### src/rtl/thermo_alert_pkg.sv
package thermo_alert_pkg;

    // Cause code carried in the alert-response status bit (before polarity).
    typedef enum logic {
        CAUSE_UPPER = 1'b0,
        CAUSE_LOWER = 1'b1
    } cause_e;

    // Fault-count select codes.
    typedef enum logic [1:0] {
        FQ_SEL_A = 2'b00,
        FQ_SEL_B = 2'b01,
        FQ_SEL_C = 2'b10,
        FQ_SEL_D = 2'b11
    } fq_code_e;

    function automatic int unsigned max4(input int unsigned a, input int unsigned b,
                                         input int unsigned c, input int unsigned d);
        int unsigned m;
        m = a;
        if (b > m) m = b;
        if (c > m) m = c;
        if (d > m) m = d;
        return m;
    endfunction

endpackage

### src/rtl/ta_limit_cmp.sv
module ta_limit_cmp #(
    parameter int unsigned TEMP_W = 12
) (
    input  logic [TEMP_W-1:0] temp_in,
    input  logic [TEMP_W-1:0] lim_hi,
    input  logic [TEMP_W-1:0] lim_lo,
    output logic              hi_fault,
    output logic              lo_fault
);

    logic signed [TEMP_W-1:0] t_s;
    logic signed [TEMP_W-1:0] h_s;
    logic signed [TEMP_W-1:0] l_s;

    always_comb begin
        t_s      = $signed(temp_in);
        h_s      = $signed(lim_hi);
        l_s      = $signed(lim_lo);
        hi_fault = (t_s >= h_s);
        lo_fault = (t_s < l_s);
    end

endmodule

### src/rtl/ta_fault_queue.sv
module ta_fault_queue
    import thermo_alert_pkg::*;
#(
    parameter int unsigned DEPTH_A = 1,
    parameter int unsigned DEPTH_B = 2,
    parameter int unsigned DEPTH_C = 4,
    parameter int unsigned DEPTH_D = 6
) (
    input  logic       clk,
    input  logic       rst_n,
    input  logic       gc_reset,
    input  logic       conv_done,
    input  logic       hi_fault,
    input  logic       lo_fault,
    input  logic [1:0] fq_sel,
    output logic       act,
    output logic       flip
);

    localparam int unsigned DEPTH_MAX = max4(DEPTH_A, DEPTH_B, DEPTH_C, DEPTH_D);
    localparam int unsigned CNT_W     = $clog2(DEPTH_MAX + 1);

    typedef struct packed {
        logic             act;
        logic [CNT_W-1:0] cnt;
    } fq_state_t;

    fq_state_t        st_d, st_q;
    logic [CNT_W:0]   need_d;
    logic [CNT_W:0]   next_cnt_d;
    logic             pend_d;
    logic             flip_d;

    always_comb begin
        unique case (fq_code_e'(fq_sel))
            FQ_SEL_A: need_d = (CNT_W+1)'(DEPTH_A);
            FQ_SEL_B: need_d = (CNT_W+1)'(DEPTH_B);
            FQ_SEL_C: need_d = (CNT_W+1)'(DEPTH_C);
            default:  need_d = (CNT_W+1)'(DEPTH_D);
        endcase

        st_d       = st_q;
        flip_d     = 1'b0;
        pend_d     = st_q.act ? lo_fault : hi_fault;
        next_cnt_d = {1'b0, st_q.cnt} + 1'b1;

        if (gc_reset) begin
            st_d = '0;
        end else if (conv_done) begin
            if (!pend_d) begin
                st_d.cnt = '0;
            end else if (next_cnt_d >= need_d) begin
                st_d.act = ~st_q.act;
                st_d.cnt = '0;
                flip_d   = 1'b1;
            end else begin
                st_d.cnt = next_cnt_d[CNT_W-1:0];
            end
        end
    end

    always_ff @(posedge clk or negedge rst_n) begin
        if (!rst_n) begin
            st_q <= '0;
        end else begin
            st_q <= st_d;
        end
    end

    assign act  = st_q.act;
    assign flip = flip_d;

endmodule

### src/rtl/ta_event_latch.sv
module ta_event_latch
    import thermo_alert_pkg::*;
(
    input  logic clk,
    input  logic rst_n,
    input  logic gc_reset,
    input  logic intr_mode,
    input  logic flip,
    input  logic act,
    input  logic reg_read,
    input  logic ar_done,
    input  logic shutdown,
    output logic flag,
    output logic cause
);

    typedef struct packed {
        logic   flag;
        cause_e cause;
        logic   sd_prev;
    } ev_state_t;

    ev_state_t st_d, st_q;
    logic      clr_d;

    always_comb begin
        st_d         = st_q;
        st_d.sd_prev = shutdown;
        clr_d        = reg_read | ar_done | (shutdown & ~st_q.sd_prev);

        if (gc_reset) begin
            st_d.flag  = 1'b0;
            st_d.cause = CAUSE_UPPER;
        end else if (!intr_mode) begin
            st_d.flag = 1'b0;
        end else if (flip) begin
            // act is the state before the change: leaving active means lower cause
            if (!st_q.flag) begin
                st_d.cause = act ? CAUSE_LOWER : CAUSE_UPPER;
            end
            st_d.flag = 1'b1;
        end else if (clr_d) begin
            st_d.flag = 1'b0;
        end
    end

    always_ff @(posedge clk or negedge rst_n) begin
        if (!rst_n) begin
            st_q <= '{flag: 1'b0, cause: CAUSE_UPPER, sd_prev: 1'b0};
        end else begin
            st_q <= st_d;
        end
    end

    assign flag  = st_q.flag;
    assign cause = st_q.cause;

endmodule

### src/rtl/thermo_alert_unit.sv
module thermo_alert_unit #(
    parameter int unsigned TEMP_W  = 12,
    parameter int unsigned DEPTH_A = 1,
    parameter int unsigned DEPTH_B = 2,
    parameter int unsigned DEPTH_C = 4,
    parameter int unsigned DEPTH_D = 6
) (
    input  logic              clk,
    input  logic              rst_n,
    input  logic              conv_done,
    input  logic [TEMP_W-1:0] temp_in,
    input  logic [TEMP_W-1:0] lim_hi,
    input  logic [TEMP_W-1:0] lim_lo,
    input  logic [1:0]        fq_sel,
    input  logic              intr_mode,
    input  logic              pol_hi,
    input  logic              reg_read,
    input  logic              ar_done,
    input  logic              shutdown,
    input  logic              gc_reset,
    output logic              alert_out,
    output logic              os_bit,
    output logic              resp_status
);

    logic hi_fault_w;
    logic lo_fault_w;
    logic act_w;
    logic flip_w;
    logic flag_w;
    logic cause_w;
    logic shown_w;

    ta_limit_cmp #(
        .TEMP_W (TEMP_W)
    ) cmp_i (
        .temp_in  (temp_in),
        .lim_hi   (lim_hi),
        .lim_lo   (lim_lo),
        .hi_fault (hi_fault_w),
        .lo_fault (lo_fault_w)
    );

    ta_fault_queue #(
        .DEPTH_A (DEPTH_A),
        .DEPTH_B (DEPTH_B),
        .DEPTH_C (DEPTH_C),
        .DEPTH_D (DEPTH_D)
    ) fq_i (
        .clk       (clk),
        .rst_n     (rst_n),
        .gc_reset  (gc_reset),
        .conv_done (conv_done),
        .hi_fault  (hi_fault_w),
        .lo_fault  (lo_fault_w),
        .fq_sel    (fq_sel),
        .act       (act_w),
        .flip      (flip_w)
    );

    ta_event_latch ev_i (
        .clk       (clk),
        .rst_n     (rst_n),
        .gc_reset  (gc_reset),
        .intr_mode (intr_mode),
        .flip      (flip_w),
        .act       (act_w),
        .reg_read  (reg_read),
        .ar_done   (ar_done),
        .shutdown  (shutdown),
        .flag      (flag_w),
        .cause     (cause_w)
    );

    always_comb begin
        shown_w     = intr_mode ? flag_w : act_w;
        alert_out   = pol_hi ? shown_w : ~shown_w;
        os_bit      = pol_hi ? act_w : ~act_w;
        resp_status = cause_w ^ pol_hi;
    end

endmodule

### config.mk
export PLATFORM = sky130hd
export DESIGN_NAME = thermo_alert_unit
export DESIGN_NICKNAME = d
export VERILOG_FILES = /design/src/rtl/thermo_alert_pkg.sv /design/src/rtl/ta_limit_cmp.sv /design/src/rtl/ta_fault_queue.sv /design/src/rtl/ta_event_latch.sv /design/src/rtl/thermo_alert_unit.sv
export SDC_FILE = /design/constraint.sdc
export NUM_CORES = 1
export LEC_CHECK = 0
export ABC_AREA = 1
export BUFFER_PORTS_ARGS = -buffer_cell sky130_fd_sc_hd__buf_4
export CAP_MARGIN = 20
export CORE_MARGIN = 2
export CORE_UTILIZATION = 46
export CTS_BUF_LIST = sky130_fd_sc_hd__clkbuf_16
export CTS_CLUSTER_DIAMETER = 100
export DETAILED_ROUTE_END_ITERATION = 6
export PLACE_DENSITY_LB_ADDON = 0.2
export SLEW_MARGIN = 20
export SYNTH_ARGS = -nofsm -noshare
export SYNTH_HDL_FRONTEND = slang
export SYNTH_HIERARCHICAL = 1
export SYNTH_SLANG_ARGS = --single-unit
### constraint.sdc
create_clock -name clk -period 4.7 [get_ports clk]
set_clock_uncertainty 0.15 [all_clocks]
set_input_delay 0.94 -clock clk [delete_from_list [all_inputs] [get_ports clk]]
set_output_delay 0.94 -clock clk [all_outputs]
set_load 0.03 [all_outputs]
Yosys cells after proc, flatten, opt, wreduce, memory -nomap -nowiden
Cells that the tools add are included.
{ "op_classes": {"n_addsub": 1, "mul": 0, "n_div": 0, "magnitude_cmp": 3, "eq_ne": 4, "n_shift": 0, "mux": 23, "bitwise": 7, "n_reduce_logical": 8} }
{ "ops": {"columns": ["cell", "n"], "rows": [
  ["1-bit two-way mux", 17],
  ["12-bit >= comparator", 1],
  ["12-bit < comparator", 1],
  ["2-bit nonzero test", 5],
  ["3-bit case mux with 3 select lines", 1],
  ["4-bit two-way mux", 2],
  ["3-bit two-way mux", 2],
  ["3-bit AND reduction", 2],
  ["3-bit by 1-bit adder with 4-bit output, second input constant", 1],
  ["4-bit by 3-bit >= comparator with 1-bit output", 1],
  ["4-bit by 1-bit != test with 1-bit output, second input constant", 1],
  ["1-bit NOT", 3],
  ["2-bit by 1-bit == test with 1-bit output, second input constant", 1],
  ["2-bit == test, second input constant", 1],
  ["2-bit zero test", 1],
  ["2-bit two-way mux", 1],
  ["2-bit != test, second input constant", 1],
  ["1-bit bitwise OR", 2],
  ["1-bit AND", 1],
  ["1-bit XOR", 1]
]} }
{ "word_totals": {"ff_bits": 7, "latch_bits": 0, "ram_bits": 0, "romBits": 0, "inputBits": 47, "out_inout_bits": 3, "mem_count": 0} }

Logic depth before layout (Yosys ltp)
Gate-level depths: netlist of run 1.
{ "logic_depth": {"depth_word": 10, "depth_mapped": 21} }

Cells and area by module
The synthesis of run 1 kept the hierarchy.
{ "modules_own_cells": {"columns": ["module", "instances", "cells_each", "area_per_inst_um2", "seq_area_each_um2"], "rows": [
  ["ta_limit_cmp", 1, 115, 669.4, 0.0],
  ["ta_fault_queue", 1, 47, 334.1, 100.1],
  ["ta_event_latch", 1, 24, 156.4, 75.1],
  ["thermo_alert_unit", 1, 13, 61.3, 0.0]
]} }

Worst setup path after synthesis of run 1
No wires, ideal clock.
{ "synth_path": {"kind": "in2reg", "startpoint": "input lim_lo[11]", "endpoint": "register ev_i.st_q (netlist bit ev_i/cause)", "setup_ps": 117, "arrival_time_ps": 2475, "required_ps": 4433, "setup_slack_ps": 1958, "stages": 16, "path_buffers": 0, "path_cell_list": "inv_1 ha_1 a21oi_1 o21ai_0 nor2_1 nand3_1 nand2_1 inv_1 nand2_1 o21ai_2 nor2_1 nand2_1 nor2_1 nand3_1 nor2_1 nor2_1"} }
{ "synth_between": {"elab_chain_cells": 7} }
{ "synth_rtl": {"columns": ["element", "line_no", "source"], "rows": [
  ["start: declaration", "thermo_alert_unit.sv:13", "input logic [TEMP_W-1:0] lim_lo,"],
  ["12-bit < comparator", "ta_limit_cmp.sv:20", "lo_fault = (t_s < l_s);"],
  ["via lo_fault_w", "thermo_alert_unit.sv:27", "logic lo_fault_w;"],
  ["1-bit two-way mux", "ta_fault_queue.sv:44", "pend_d = st_q.act ? lo_fault : hi_fault;"],
  ["1-bit two-way mux", "ta_fault_queue.sv:50", "if (!pend_d) begin"],
  ["1-bit two-way mux", "ta_fault_queue.sv:49", "end else if (conv_done) begin"],
  ["1-bit two-way mux", "ta_fault_queue.sv:47", "if (gc_reset) begin"],
  ["via flip_w", "thermo_alert_unit.sv:29", "logic flip_w;"],
  ["2-bit nonzero test (no source line)", null, null],
  ["3-bit AND reduction (no source line)", null, null],
  ["end signal: assignment", "ta_event_latch.sv:49", "st_q <= '{flag: 1'b0, cause: CAUSE_UPPER, sd_prev: 1'b0};"],
  ["end signal: assignment", "ta_event_latch.sv:51", "st_q <= st_d;"],
  ["end: declaration", "ta_event_latch.sv:23", "ev_state_t st_d, st_q;"]
]} }
The timed path passes the listed nets, and every way through them passes these cells.
A chain may end at the register's enable or synchronous reset.

Final worst setup path of run 1
{ "layout_path": {"startpoint": "input temp_in[11]", "endpoint": "register ev_i.st_q (netlist bit ev_i/flag)"} }
{ "layout_between": {"elab_chain_cells": 8} }
{ "layout_rtl": {"columns": ["element", "line_no", "source"], "rows": [
  ["start: declaration", "thermo_alert_unit.sv:11", "input logic [TEMP_W-1:0] temp_in,"],
  ["12-bit >= comparator *", "ta_limit_cmp.sv:19", "hi_fault = (t_s >= h_s);"],
  ["via hi_fault_w", "thermo_alert_unit.sv:26", "logic hi_fault_w;"],
  ["1-bit two-way mux *", "ta_fault_queue.sv:44", null],
  ["1-bit two-way mux *", "ta_fault_queue.sv:50", null],
  ["1-bit two-way mux *", "ta_fault_queue.sv:49", null],
  ["1-bit two-way mux *", "ta_fault_queue.sv:47", null],
  ["via flip_w", "thermo_alert_unit.sv:29", null],
  ["1-bit two-way mux", "ta_event_latch.sv:36", "end else if (flip) begin"],
  ["1-bit two-way mux", "ta_event_latch.sv:34", "end else if (!intr_mode) begin"],
  ["2-bit two-way mux", "ta_event_latch.sv:31", "if (gc_reset) begin"]
]} }
Mark *: on every way through the listed nets, which the timed path passes. The rest lies on a longest branch.

==> flow_summary.json, run 1 <==
{
  "finalCritPeriodShare_pct": 58.9,
  "antenna_found_initial": 0,
  "firstDrtPassIters": 4,
  "p_clk_share_pct": 42.7,
  "cts-buffers-inserted": 3,
  "synthArstFlopShare_pct": 100,
  "initial_core_util_pct": 48.8,
  "h-tree-depth": 1,
  "hold_class": "input pin to asynchronous set/reset pin",
  "drt-vias-per-instance": 4.52,
  "synth.net_count": 273,
  "overflow": 0,
  "clkLatencyLatePin_ns": 0.23,
  "clk_pin_slew_ns": 0.03,
  "swShare_pct": 28.3,
  "ios": 50,
  "cp-startpoint": "temp_in[11]",
  "ys_types": 19,
  "reg2reg_from": "fq_i/st_q[0]",
  "whs_ns": 0.370,
  "internal_power_mw": 0.234,
  "nets": 327,
  "tightestPinTransition_ns": 0.266,
  "setup_viol": 0,
  "endpoint_kind": "flip-flop",
  "post-synth-top-count-cell": "nand2_1",
  "finalWorstSetupSlack_ns": 1.93,
  "grt_pass1_wl_um": 4370,
  "syn_area_mm2": 0.00122,
  "synth_area_leaders": "ha_1 28%, nand2_1 17%, inv_1 17%",
  "dpl.hpwl_um": 2150,
  "syn_avg_cell_area_um2": 6.14,
  "critical_path_required_ns": 4.67,
  "core_mm2": 0.00250,
  "port-buffer-count": 49,
  "place_congestion": 0.798,
  "vdd_drop_max_mv": 0.287,
  "status": "finished, final reports clean",
  "ys_ff_latch": 7,
  "drive_above_1_share_pct": 25.0,
  "yosysWarningCount": 6,
  "crit_type": "input pin to flip-flop",
  "slew_headroom_pct": 82.3,
  "die_h_um": 55.5,
  "dr_total_vias": 1276,
  "fin_tns_setup_ns": 0,
  "grt_pass1_vias": 1133,
  "max_freq_mhz": 361,
  "yosysSeqAreaShare_pct": 14.3,
  "diodes": 0,
  "rsz0062_at_grt": "no",
  "clk_path_buf_depth": 2,
  "detail_route.iter0.violations": 20,
  "slew_violations": 0,
  "netlist.area_leader.share_pct": 27.7,
  "cts.hold.buffers_added": 0,
  "grt_usage_pct": 16.8,
  "leakage_nw": 1.11,
  "syn2layout_area_growth_pct": 39.7,
  "synth_edf_count": 0,
  "die_w_um": 55.5,
  "synth_commonest_cells": "56 x nand2_1, 55 x inv_1, 27 x ha_1, 13 x nor2_1, 12 x nand3_1",
  "cts_setup_buffers": 0,
  "wirelength_um": 2430,
  "fin_crit_ns": 2.77,
  "yosysTopAreaCell": "ha_1",
  "startpoint_type": "input pin",
  "final-hold-violation-count": 0,
  "synthFlopType": "dfrtp_1",
  "drtAntennaViolNets": 0,
  "preCtsSetupSlack_ns": 1.71,
  "p_comb_share_pct": 36.9,
  "cellPowerDensity_mw_per_mm2": 191,
  "drcViolationCount": 0,
  "dieArea_mm2": 0.00308,
  "utilization_pct": 68.2,
  "synthCells": 199,
  "p_switching_mw": 0.0922,
  "worstPathMaxFanout": 4,
  "wl_per_cell_um": 8.63,
  "maxCapViolations": 0,
  "arrival_ns": 2.73,
  "rows": 18,
  "clkSinkCount": 7,
  "p_seq_share_pct": 20.3,
  "grt_max_degree": 9,
  "post_cts_resized": 0,
  "cts_tree": "built",
  "ctsRootBufferMaster": "clkbuf_16"
}
-- path summary, 6_finish.rpt --
kind | to | slack [ns] | cells after the start
max | ev_i/flag | 1.93 | 19
min | fq_i/st_q[2] | 0.37 | 1
max reg2reg | ev_i/flag | 2.65 | 13
min reg2reg | fq_i/st_q[1] | 0.38 | 2
max in group asynchronous | ev_i/flag | 3.91 | 1
min in group clk | fq_i/st_q[1] | 0.38 | 2
-- sequential cells by signal, summed over array words and instances (netlist names) --
name,flops
fq_i/st_q,3
ev_i/cause,1
ev_i/st_q,1
fq_i/act,1
ev_i/flag,1
-- cells by family (layout without fill, tap and decap cells) --
| logic type | Yosys count | in the layout | synth area share (%) |
|---|---|---|---|
| AO/OA/AOI/OAI | 14 | 14 | 6.97 |
| buffers and inverters | 58 | 111 | 17.8 |
| adder cells (fa/ha/maj) | 27 | 27 | 27.7 |
| AND/OR/NAND/NOR | 90 | 90 | 31.0 |
| XOR/XNOR | 3 | 3 | 2.15 |
| flip-flops | 7 | 7 | 14.3 |
-- routing by layer --
layer	GRT usage [%]	share of wire (%)	vias up
met5	0	0	-
met4	2.09	0	0
met3	4.22	4.8	0
met2	31.5	50	22
met1	19.5	45	543
li1	-	-	711
-- worst max-delay path: stages --
cell,delay (ns)
buf_4,0.11
ha_1,0.34
nand2_1,0.10
inv_2,0.06
nand2_2,0.05
nor2_2,0.12
nand2_1,0.08
nand3_1,0.07
nand2_1,0.05
nand3_1,0.08
o21ai_2,0.08
nor2_1,0.17
nand2_1,0.07
nor2_1,0.15
inv_1,0.05
nand2_1,0.06
nor2_1,0.04
nand2_1,0.06
nand2_1,0.04
-- per-stage QoR --
step	power [mW]	std cells	area, µm²
finish	0.326	282	1710
global route	0.354	282	1710
CTS	0.331	282	1710
floorplan	0.137	199	1220
global placement	0.187	278	1630
detailed placement	0.189	278	1630
-- power by group through the flow --
| stage | sequential [mW] | combinational (mW) | clock (mW) |
|---|---|---|---|
| after CTS | 0.0664 | 0.122 | 0.142 |
| after floorplan | 0.0663 | 0.0711 | 0 |
| after global placement | 0.0671 | 0.120 | 0 |
| after global routing | 0.0668 | 0.140 | 0.147 |
| after detailed placement | 0.0672 | 0.122 | 0 |
| final | 0.0663 | 0.120 | 0.139 |
-- area by class of cell --
| class | count | area [µm²] |
|---|---|---|
| fillers | 230 | 795 |
| well taps | 30 | 37.5 |
| flip-flops and latches | 7 | 175 |
| clock inverters | 1 | 3.75 |
| clock buffers | 3 | 75.1 |
| inverters | 58 | 218 |
| repair buffers | 49 | 368 |
| multi-input cells | 134 | 828 |
-- cells in the final DEF (no fill, tap or decap), types with 2 or more instances in the layout --
master | Yosys | routed
inv_2 | 2 | 2
ha_1 | 27 | 27
clkbuf_16 | 0 | 3
buf_4 | 0 | 49
xor2_1 | 2 | 2
o21ai_2 | 2 | 2
nand3_1 | 12 | 12
a21oi_1 | 9 | 9
dfrtp_1 | 7 | 7
nor2_1 | 13 | 13
nand2_2 | 3 | 3
inv_1 | 55 | 56
nand2_1 | 56 | 56
nand4_1 | 4 | 4
No activity file was read; power rests on OpenSTA's default activity.
==> run 2: changes to the inputs <==
- clock period: 4.7 -> 2.6 ns (I/O delays scaled with it)
==> flow_summary.json, run 2 (same netlist as run 1, synthesis figures left out) <==
{
  "diodes": 0,
  "rsz0062_at_grt": "no",
  "crit_type": "input pin to flip-flop",
  "initial_core_util_pct": 48.8,
  "wl_per_cell_um": 9.31,
  "cts_tree": "built",
  "nets": 329,
  "leakage_nw": 1.12,
  "slew_violations": 0,
  "cts_setup_buffers": 0,
  "max_freq_mhz": 433,
  "largest_reg_flops": 3,
  "clkSinkCount": 7,
  "reg2reg_from": "fq_i/st_q[0]",
  "dpl.hpwl_um": 2270,
  "startpoint_type": "input pin",
  "whs_path_depth": 1,
  "vdd_drop_max_mv": 0.413,
  "maxCapViolations": 0,
  "h-tree-depth": 1,
  "regToRegEndpoint": "ev_i/cause",
  "core_mm2": 0.00250,
  "top_layer_used": "met4",
  "detail_route.iter0.violations": 19,
  "port-buffer-count": 49,
  "met1Wirelength_um": 1140,
  "tightestPinTransition_ns": 0.270,
  "endpoint_kind": "flip-flop",
  "die_w_um": 55.5,
  "drtAntennaViolNets": 0,
  "grt_pass1_wl_um": 5020,
  "cts-buffers-inserted": 3,
  "finalCritPeriodShare_pct": 88.8,
  "critical_path_required_ns": 2.57,
  "min_to": "ev_i/st_q[0]",
  "slew_headroom_pct": 82.0,
  "cellPowerDensity_mw_per_mm2": 351,
  "clkLatencyLatePin_ns": 0.23,
  "dieArea_mm2": 0.00308,
  "fin_tns_setup_ns": 0,
  "drcViolationCount": 0,
  "drive_above_1_share_pct": 25.2,
  "setup_viol": 0,
  "place_congestion": 0.769,
  "clk_pin_slew_ns": 0.04,
  "clk_path_buf_depth": 2,
  "worstHoldStart": "shutdown",
  "grt_pass1_vias": 1309,
  "worstRegToRegCells": 11,
  "grt_usage_pct": 19.3,
  "rows": 18,
  "worstPathMaxFanout": 4,
  "antenna_found_initial": 0,
  "firstDrtPassIters": 4,
  "syn2layout_area_growth_pct": 41.1,
  "hold_class": "input pin to flip-flop",
  "r2r_setup_slack_ns": 0.53,
  "status": "finished, final reports clean",
  "most-common-layout-cells": "56 x inv_1, 56 x nand2_1, 50 x buf_4, 27 x ha_1, 13 x nor2_1",
  "grt_max_degree": 9,
  "wl_met2_um": 1380,
  "ctsRootBufferMaster": "clkbuf_16",
  "fin_crit_ns": 2.31,
  "top_register": "fq_i/st_q",
  "die_h_um": 55.5,
  "ios": 50,
  "drt-vias-per-instance": 4.62,
  "wirelength_um": 2640,
  "dr_total_vias": 1312,
  "final-hold-violation-count": 0,
  "arrival_ns": 2.28,
  "route.met3.wl_um": 95,
  "overflow": 0,
  "utilization_pct": 68.9
}
-- run 2: cell count changes in the layout (fill, tap and decap cells not counted), sizes merged --
cell / delta
buf: +1
dlygate4sd3: +1
-- run 2: worst max-delay path, stage by stage --
cell	delay, ns
buf_4	0.12
ha_1	0.34
a21o_2	0.23
nor2_1	0.15
nand4_1	0.11
nand3_1	0.11
o21ai_2	0.08
nor2_1	0.13
nand2_1	0.07
nor2_1	0.15
nand3_1	0.12
nor2_1	0.10
nor2_1	0.05
-- run 2: worst max path at each step --
stage	from	endpoint	slack [ns]	cells after the start
2_1_floorplan	lim_lo[11]	ev_i/cause	0.28	16
3_3_place_gp	temp_in[7]	ev_i/cause	0.08	16
3_5_place_dp	temp_in[7]	ev_i/cause	0.05	16
4_1_cts	temp_in[7]	ev_i/cause	0.27	17
5_1_grt	temp_in[7]	ev_i/flag	0.03	18
6_report	temp_in[11]	ev_i/cause	0.29	13
-- run 2: repair_timing --
action                                 4_1_cts  5_1_grt
endpoints found under the hold margin        7        0
resized for setup                            0        0
hold buffers                                 1        0
-- run 2: through the flow --
stage | instance area [µm²] | instances | hold slack [ns] | worst slack (ns) | total power, mW
final | 1720 | 284 | 0.254 | 0.291 | 0.605
after global routing | 1720 | 284 | 0.258 | 0.0332 | 0.653
after CTS | 1720 | 284 | 0.253 | 0.269 | 0.612
after detailed placement | 1630 | 279 | 0.193 | 0.0474 | 0.345
after global placement | 1630 | 279 | 0.188 | 0.0796 | 0.340
after floorplan | 1220 | 199 | 0.0744 | 0.278 | 0.248
-- run 2: report_power, final --
group,switching [mW],internal [mW]
Combinational,0.112,0.113
Clock,0.0607,0.200
Sequential,0.00599,0.114
Total,0.178,0.427
-- run 2: routing by layer --
layer | vias up | track usage (%)
met4 | 0 | 6.62
met2 | 24 | 36.9
met3 | 4 | 1.87
met1 | 570 | 21.7
li1 | 714 | -
met5 | - | 0
-- run 2: area by class of cell --
| type | count | area, µm² |
|---|---|---|
| inverter | 58 | 218 |
| sequential | 7 | 175 |
| tap | 30 | 37.5 |
| multi-input combinational | 134 | 828 |
| timing repair buffer | 51 | 385 |
| fill | 236 | 777 |
| clock inverter | 1 | 3.75 |
| clock buffer | 3 | 75.1 |
